## src/rtl/mfs_pkg.sv

```systemverilog
`timescale 1ns/1ps
// Package: shared encodings for the fault syndrome generator.
// Assumes a 2-bit access kind and a 2-bit lookup outcome.
package mfs_pkg;
    typedef enum logic [1:0] {
        ACC_LOAD  = 2'd0,
        ACC_STORE = 2'd1,
        ACC_FETCH = 2'd2
    } acc_kind_e;

    typedef enum logic [1:0] {
        LU_HIT  = 2'd0,
        LU_PROT = 2'd1,
        LU_MISS = 2'd2
    } lu_result_e;

    localparam int CODE_PROT_BASE = 16;
    localparam int CODE_MISS_BIT  = 1;
    localparam int CODE_FETCH_BIT = 0;
    localparam int CODE_STORE_BIT = 10;
endpackage

```

## src/rtl/mfs_gate.sv

```systemverilog
`timescale 1ns/1ps
// mfs_gate: decides whether address translation applies to a lookup.
// Assumes the configuration bits are static between lookups.
module mfs_gate (
    input  logic cfg_mmu_present_i,
    input  logic cfg_full_i,
    input  logic ext_mmu_i,
    input  logic vm_mode_i,
    output logic translate_o
);
    logic available;

    // Availability from the two configuration levels, then mode gating.
    always_comb begin
        available   = cfg_mmu_present_i && (!cfg_full_i || ext_mmu_i);
        translate_o = available && vm_mode_i;
    end
endmodule

```

## src/rtl/mfs_xlate.sv

```systemverilog
`timescale 1ns/1ps
// mfs_xlate: forms the physical page and granted permissions.
// Assumes entry bases are supplied as page addresses; the result is
// page-aligned regardless.
module mfs_xlate #(
    parameter int ADDR_W    = 32,
    parameter int PAGE_BITS = 12
) (
    input  logic              translate_i,
    input  logic [ADDR_W-1:0] addr_i,
    input  logic [ADDR_W-1:0] vbase_i,
    input  logic [ADDR_W-1:0] pbase_i,
    input  logic [2:0]        perm_i,
    output logic [ADDR_W-1:0] page_o,
    output logic [2:0]        perm_o
);
    localparam logic [ADDR_W-1:0] PAGE_MASK =
        {{(ADDR_W-PAGE_BITS){1'b1}}, {PAGE_BITS{1'b0}}};

    logic [ADDR_W-1:0] vpage;
    logic [ADDR_W-1:0] shifted;

    // Rebase the virtual page onto the entry's physical base, or pass through.
    always_comb begin
        vpage   = addr_i & PAGE_MASK;
        shifted = (pbase_i + vpage - vbase_i) & PAGE_MASK;
        page_o  = translate_i ? shifted : vpage;
        perm_o  = translate_i ? perm_i : 3'b111;
    end
endmodule

```

## src/rtl/mfs_syndrome.sv

```systemverilog
`timescale 1ns/1ps
// mfs_syndrome: encodes fault kind and access direction into a status word.
// Assumes STATUS_W > 10; result codes other than protection count as miss.
module mfs_syndrome #(
    parameter int STATUS_W = 16
) (
    input  logic [1:0]          kind_i,
    input  logic [1:0]          result_i,
    output logic [STATUS_W-1:0] code_o
);
    import mfs_pkg::*;

    // Build base code, then fold in miss, fetch and store indications.
    always_comb begin
        code_o = STATUS_W'(CODE_PROT_BASE);
        code_o[CODE_MISS_BIT]  = (result_i != LU_PROT);
        code_o[CODE_FETCH_BIT] = (kind_i == ACC_FETCH);
        code_o[CODE_STORE_BIT] = (kind_i == ACC_STORE);
    end
endmodule

```

## src/rtl/mmu_fault_syndrome.sv

```systemverilog
`timescale 1ns/1ps
// mmu_fault_syndrome: registers mapping results, captures faults, holds the
// exception request until acknowledged and traps recursive faults.
// Assumes one lookup per strobe; all outputs are registered.
module mmu_fault_syndrome #(
    parameter int ADDR_W    = 32,
    parameter int PAGE_BITS = 12,
    parameter int STATUS_W  = 16
) (
    input  logic                clk,
    input  logic                rst_n,
    input  logic                lkp_valid_i,
    input  logic [ADDR_W-1:0]   addr_i,
    input  logic [1:0]          kind_i,
    input  logic [1:0]          result_i,
    input  logic [ADDR_W-1:0]   entry_vbase_i,
    input  logic [ADDR_W-1:0]   entry_pbase_i,
    input  logic [2:0]          entry_perm_i,
    input  logic                cfg_mmu_present_i,
    input  logic                cfg_full_i,
    input  logic                ext_mmu_i,
    input  logic                vm_mode_i,
    input  logic                exc_ack_i,
    output logic                map_valid_o,
    output logic [ADDR_W-1:0]   map_page_o,
    output logic [2:0]          map_perm_o,
    output logic                fault_req_o,
    output logic [ADDR_W-1:0]   fault_addr_o,
    output logic [STATUS_W-1:0] fault_status_o,
    output logic                fatal_o
);
    import mfs_pkg::*;

    logic                translate;
    logic [ADDR_W-1:0]   page_next;
    logic [2:0]          perm_next;
    logic [STATUS_W-1:0] code_next;
    logic                is_fault;
    logic                is_map;

    mfs_gate u_gate (
        .cfg_mmu_present_i (cfg_mmu_present_i),
        .cfg_full_i        (cfg_full_i),
        .ext_mmu_i         (ext_mmu_i),
        .vm_mode_i         (vm_mode_i),
        .translate_o       (translate)
    );

    mfs_xlate #(.ADDR_W(ADDR_W), .PAGE_BITS(PAGE_BITS)) u_xlate (
        .translate_i (translate),
        .addr_i      (addr_i),
        .vbase_i     (entry_vbase_i),
        .pbase_i     (entry_pbase_i),
        .perm_i      (entry_perm_i),
        .page_o      (page_next),
        .perm_o      (perm_next)
    );

    mfs_syndrome #(.STATUS_W(STATUS_W)) u_syn (
        .kind_i   (kind_i),
        .result_i (result_i),
        .code_o   (code_next)
    );

    // Classify the current lookup as a mapping or a fault.
    always_comb begin
        is_fault = lkp_valid_i && translate && (result_i != LU_HIT);
        is_map   = lkp_valid_i && !(translate && (result_i != LU_HIT));
    end

    // Mapping result registers: one-cycle valid pulse, values held.
    always_ff @(posedge clk) begin
        if (!rst_n) begin
            map_valid_o <= 1'b0;
            map_page_o  <= '0;
            map_perm_o  <= '0;
        end else begin
            map_valid_o <= is_map;
            if (is_map) begin
                map_page_o <= page_next;
                map_perm_o <= perm_next;
            end
        end
    end

    // Fault capture, request hold/release and recursive-fault trap.
    always_ff @(posedge clk) begin
        if (!rst_n) begin
            fault_req_o    <= 1'b0;
            fault_addr_o   <= '0;
            fault_status_o <= '0;
            fatal_o        <= 1'b0;
        end else if (is_fault && fault_req_o) begin
            fatal_o <= 1'b1;
        end else if (is_fault) begin
            fault_req_o    <= 1'b1;
            fault_addr_o   <= addr_i;
            fault_status_o <= code_next;
        end else if (exc_ack_i) begin
            fault_req_o <= 1'b0;
        end
    end
endmodule

```

## config.mk

```make
export PLATFORM = sky130hd
export DESIGN_NAME = mmu_fault_syndrome
export DESIGN_NICKNAME = d
export VERILOG_FILES = /design/src/rtl/mfs_pkg.sv /design/src/rtl/mfs_gate.sv /design/src/rtl/mfs_xlate.sv /design/src/rtl/mfs_syndrome.sv /design/src/rtl/mmu_fault_syndrome.sv
export SDC_FILE = /design/constraint.sdc
export NUM_CORES = 1
export LEC_CHECK = 0
export BUFFER_PORTS_ARGS = -buffer_cell sky130_fd_sc_hd__buf_2
export CAP_MARGIN = 20
export CORE_MARGIN = 10
export CORE_UTILIZATION = 38
export DETAILED_ROUTE_END_ITERATION = 8
export PLACE_DENSITY = 0.69
export SLEW_MARGIN = 25
export SYNTH_ARGS = -nofsm -noshare
export SYNTH_HDL_FRONTEND = slang
export SYNTH_SLANG_ARGS = --single-unit
```

## constraint.sdc

```tcl
create_clock -name clk -period 5.6 [get_ports clk]
set_clock_uncertainty 0.15 [all_clocks]
set_input_delay 0.56 -clock clk [delete_from_list [all_inputs] [get_ports clk]]
set_output_delay 0.56 -clock clk [all_outputs]
set_load 0.005 [all_outputs]
```

==> impl_metrics.csv <==
group,metric,value,unit
setup_path,crit_family,"compound AO/OA/AOI/OAI gates",
synthesis,yosys.area.top_type,"dfxtp_1",
finish,multiInputGateArea,3156,um2
timing,grt_setup_unrepaired,"false",
finish,n_antenna_cell,0,
floorplanning,start_util,0.3879,
power,p_per_area,260.2,nW/um2
timing,slew_viol_final,0,
synthesis,yosysMostFrequentCell,"nand2_1",
worst_hold_path,hold_class,"register to register",
routing,dr.pass1.iters,4,
routing,ant_nets,0,
floorplanning,fp-row-count,41,
setup_path,rr_worst_depth,4,
finish,regArea,1241,um2
timing,finalHoldViolCount,0,
clocking,clockBufferDepth,2,
clocking,clk_pin_slew,0.05,ns
timing,setup_tns,0,ns
routing,drc,0,
synthesis,synthDistinctLibCells,57,
clocking,cts_resized,0,
finish,area_growth,25.15,%
floorplanning,core,12620,um2
routing,drt_iter0_drc,229,
setup_path,cp.required,5.65,ns
setup_path,worst-path-max-fanout,5,
synthesis,synth_edf_count,0,
grt,grt.overflow.total,0,
setup_path,crit_top_cell,"inv_1",
synthesis,ys_ff_latch,62,
placed_design,globalplace.congestion,0.8854,
clocking,hold_buffers,0,
clocking,tritoncts,"built",
routing,wl,15330,um
setup_path,worstSetupEndpointType,"register",
synthesis,synth_top_area_share,0.2536,
floorplanning,die_x,133.5,um
grt,grt_pass1_vias,4910,
floorplanning,fp.dieH,133.5,um
finish,fill_cells,1292,
timing,timing.hold.ws,0.2981,ns
synthesis,synthMuxAreaShare,0.002045,
synthesis,synth_compound_area_frac,0.2382,
setup_path,crit_slowest_cell,"fa_1",
setup_path,crit_arrival,3.14,ns
synthesis,yosysWarnings,0,
synthesis,synth_top_family_by_area,"compound AO/OA/AOI/OAI gates",
routing,via_per_inst,4.926,
synthesis,synth_xor_area_frac,0.03758,
synthesis,synth_area,4895,um2
placed_design,io_buffers,172,
job,max_cap_viol_count,0,
clocking,clk_latency,0.33,ns
timing,fin_crit_sh,0.5512,
clocking,postCtsSetupRepairBufs,0,
synthesis,netlist_top_cells_area,"dfxtp_1, ha_1, fa_1, nand2_1, inv_1",
placed_design,dp_hpwl,12740,um
setup_path,slowest_delay,0.53,ns
synthesis,ys_async_sr_fraction,0,
grt,antenna_found_initial,0,
finish,drive_above_1_share,0.2622,
setup_path,criticalPathCategory,"input pin to register",
outcome,status,"finished, final reports clean",
timing,fin_crit,3.086,ns
grt,grt_pass1_wl,24610,um
clocking,htreeDepth,3,
setup_path,cp_cell_sequence,"buf_2 > inv_1 > fa_1 > inv_1 > ha_1 > a21oi_1 > o21ai_1 > or2_2 > a41oi_1 > a211oi_2 > mux2i_1 > a211oi_1 > nor3_1",
synthesis,yosysSeqAreaShare,0.2536,
timing,relSlewSlack,0.4290,
floorplanning,dieArea,17820,um2
setup_path,critical_path_buf_inv_count,3,
setup_path,startpoint_type,"input pin",
synthesis,synth_flop_cell,"dfxtp_1",
synthesis,synth_commonest_cells,"nand2_1, inv_1, dfxtp_1",
finish,layout.cells.non_filler,973,
floorplanning,pin_count,197,
clocking,cts.sinks,62,
timing,tightestPinTransition,0.8564,ns
synthesis,yosys.area_share.simple,0.1667,
worst_hold_path,hold_depth,2,
grt,grtUsageTotal,0.1668,
synthesis,syn_avg_cell_area,7.733,um2
placed_design,dp_cells,957,
timing,max_clock_freq,324.0,MHz
power,leakagePower,3.105,nW
routing,wl_per_cell,15.76,um
grt,grt_max_degree,47,
clocking,cts_root_buffer,"clkbuf_16",
synthesis,syn_inst,633,
clocking,cts_buffers,9,
routing,num_vias,4793,
finish,utilization,0.4854,
finish,nets,966,
power,irDropWorstVdd,0.1395,mV
power,total_power,1.594,mW
setup_path,crit_cells,13,
timing,setup_viol_count_final,0,
synthesis,synth-adder-area-share,0.1800,
==> area by class of cell <==
class / count / area share
well taps: 172 / 0.03513
inverters: 88 / 0.05392
multi-input cells: 460 / 0.5151
clock inverters: 6 / 0.01001
flip-flops and latches: 62 / 0.2026
repair buffers: 175 / 0.1442
clock buffers: 10 / 0.03901
==> flip-flops by register name, summed over array words and instances, names as in the netlist <==
| signal | cells |
|---|---|
| map_page_o | 20 |
| map_valid_o | 1 |
| fault_addr_o | 32 |
| fault_status_o | 4 |
| fatal_o | 1 |
| map_perm_o | 3 |
| fault_req_o | 1 |
==> path summary, 6_finish.rpt <==
kind,startpoint,end,slack (ns)
hold reg to reg,fault_addr_o[2],fault_addr_o[2],0.30
hold / removal,fault_addr_o[2],fault_addr_o[2],0.30
setup reg to reg,fault_req_o,fault_status_o[1],3.69
setup / recovery,addr_i[15],map_page_o[30],2.51
==> stage by stage <==
stage                     worst slack (ns)  instance area (um2)
final                                2.514                 6126
after global routing                 2.256                 6126
after CTS                            2.434                 6123
after detailed placement             2.177                 5823
after global placement               2.212                 5823
after floorplan                      2.558                 4981
==> cells in the final DEF, fill, tap and decap left out, drive strengths merged, types with 3 or more instances in the layout <==
cell    Yosys  layout
a21o       10      10
nand2b      4       4
conb        1      24
nor3       19      19
fa         19      19
a21oi      56      56
nor2b       6       6
a211oi      5       5
clkinv      1       5
or3         3       3
o21a        9       9
and2        3       3
o22ai       5       5
o211ai     11      11
nor2       26      26
xor2       11      11
clkbuf     22      10
ha         40      40
a21boi     24      24
nand3      11      11
xnor2      10      10
a31oi       3       3
inv        87      87
nand2     100     100
nand4       4       4
o21ai      27      27
o31ai       6       6
dfxtp      62      62
buf        24     175
==> worst register-to-register path, cell delays in order, from the launching register on <==
cell,delay [ns]
dfxtp_1,0.36
or3_1,0.66
buf_4,0.33
nor3b_1,0.23
nor3_1,0.06
==> where the power goes <==
| group | switching [mW] | leakage (nW) | internal (mW) | total [mW] |
|---|---|---|---|---|
| Clock | 0.199 | 0.148 | 0.354 | 0.553 |
| Combinational | 0.333 | 2.45 | 0.232 | 0.565 |
| Sequential | 0.0119 | 0.507 | 0.464 | 0.476 |
| Total | 0.544 | 3.10 | 1.05 | 1.59 |
==> cells by family (layout without fill, tap and decap cells) <==
| logic type | Yosys count | count (layout) |
|---|---|---|
| AO/OA/AOI/OAI | 171 | 171 |
| XOR/XNOR | 21 | 21 |
| adder cells (fa/ha/maj) | 59 | 59 |
| buffers and inverters | 134 | 279 |
| flip-flops | 62 | 62 |
| multiplexers | 1 | 1 |
| other | 1 | 24 |
| AND/OR/NAND/NOR | 184 | 184 |
==> metal layers <==
layer	track usage	wire length (um)	up-vias
met5	0	0	-
met4	0.04716	264	0
met3	0.04887	1246	24
met2	0.2819	7302	188
met1	0.2004	6520	2175
li1	-	-	2406
Note: power is estimated with default switching activity, not from simulation.
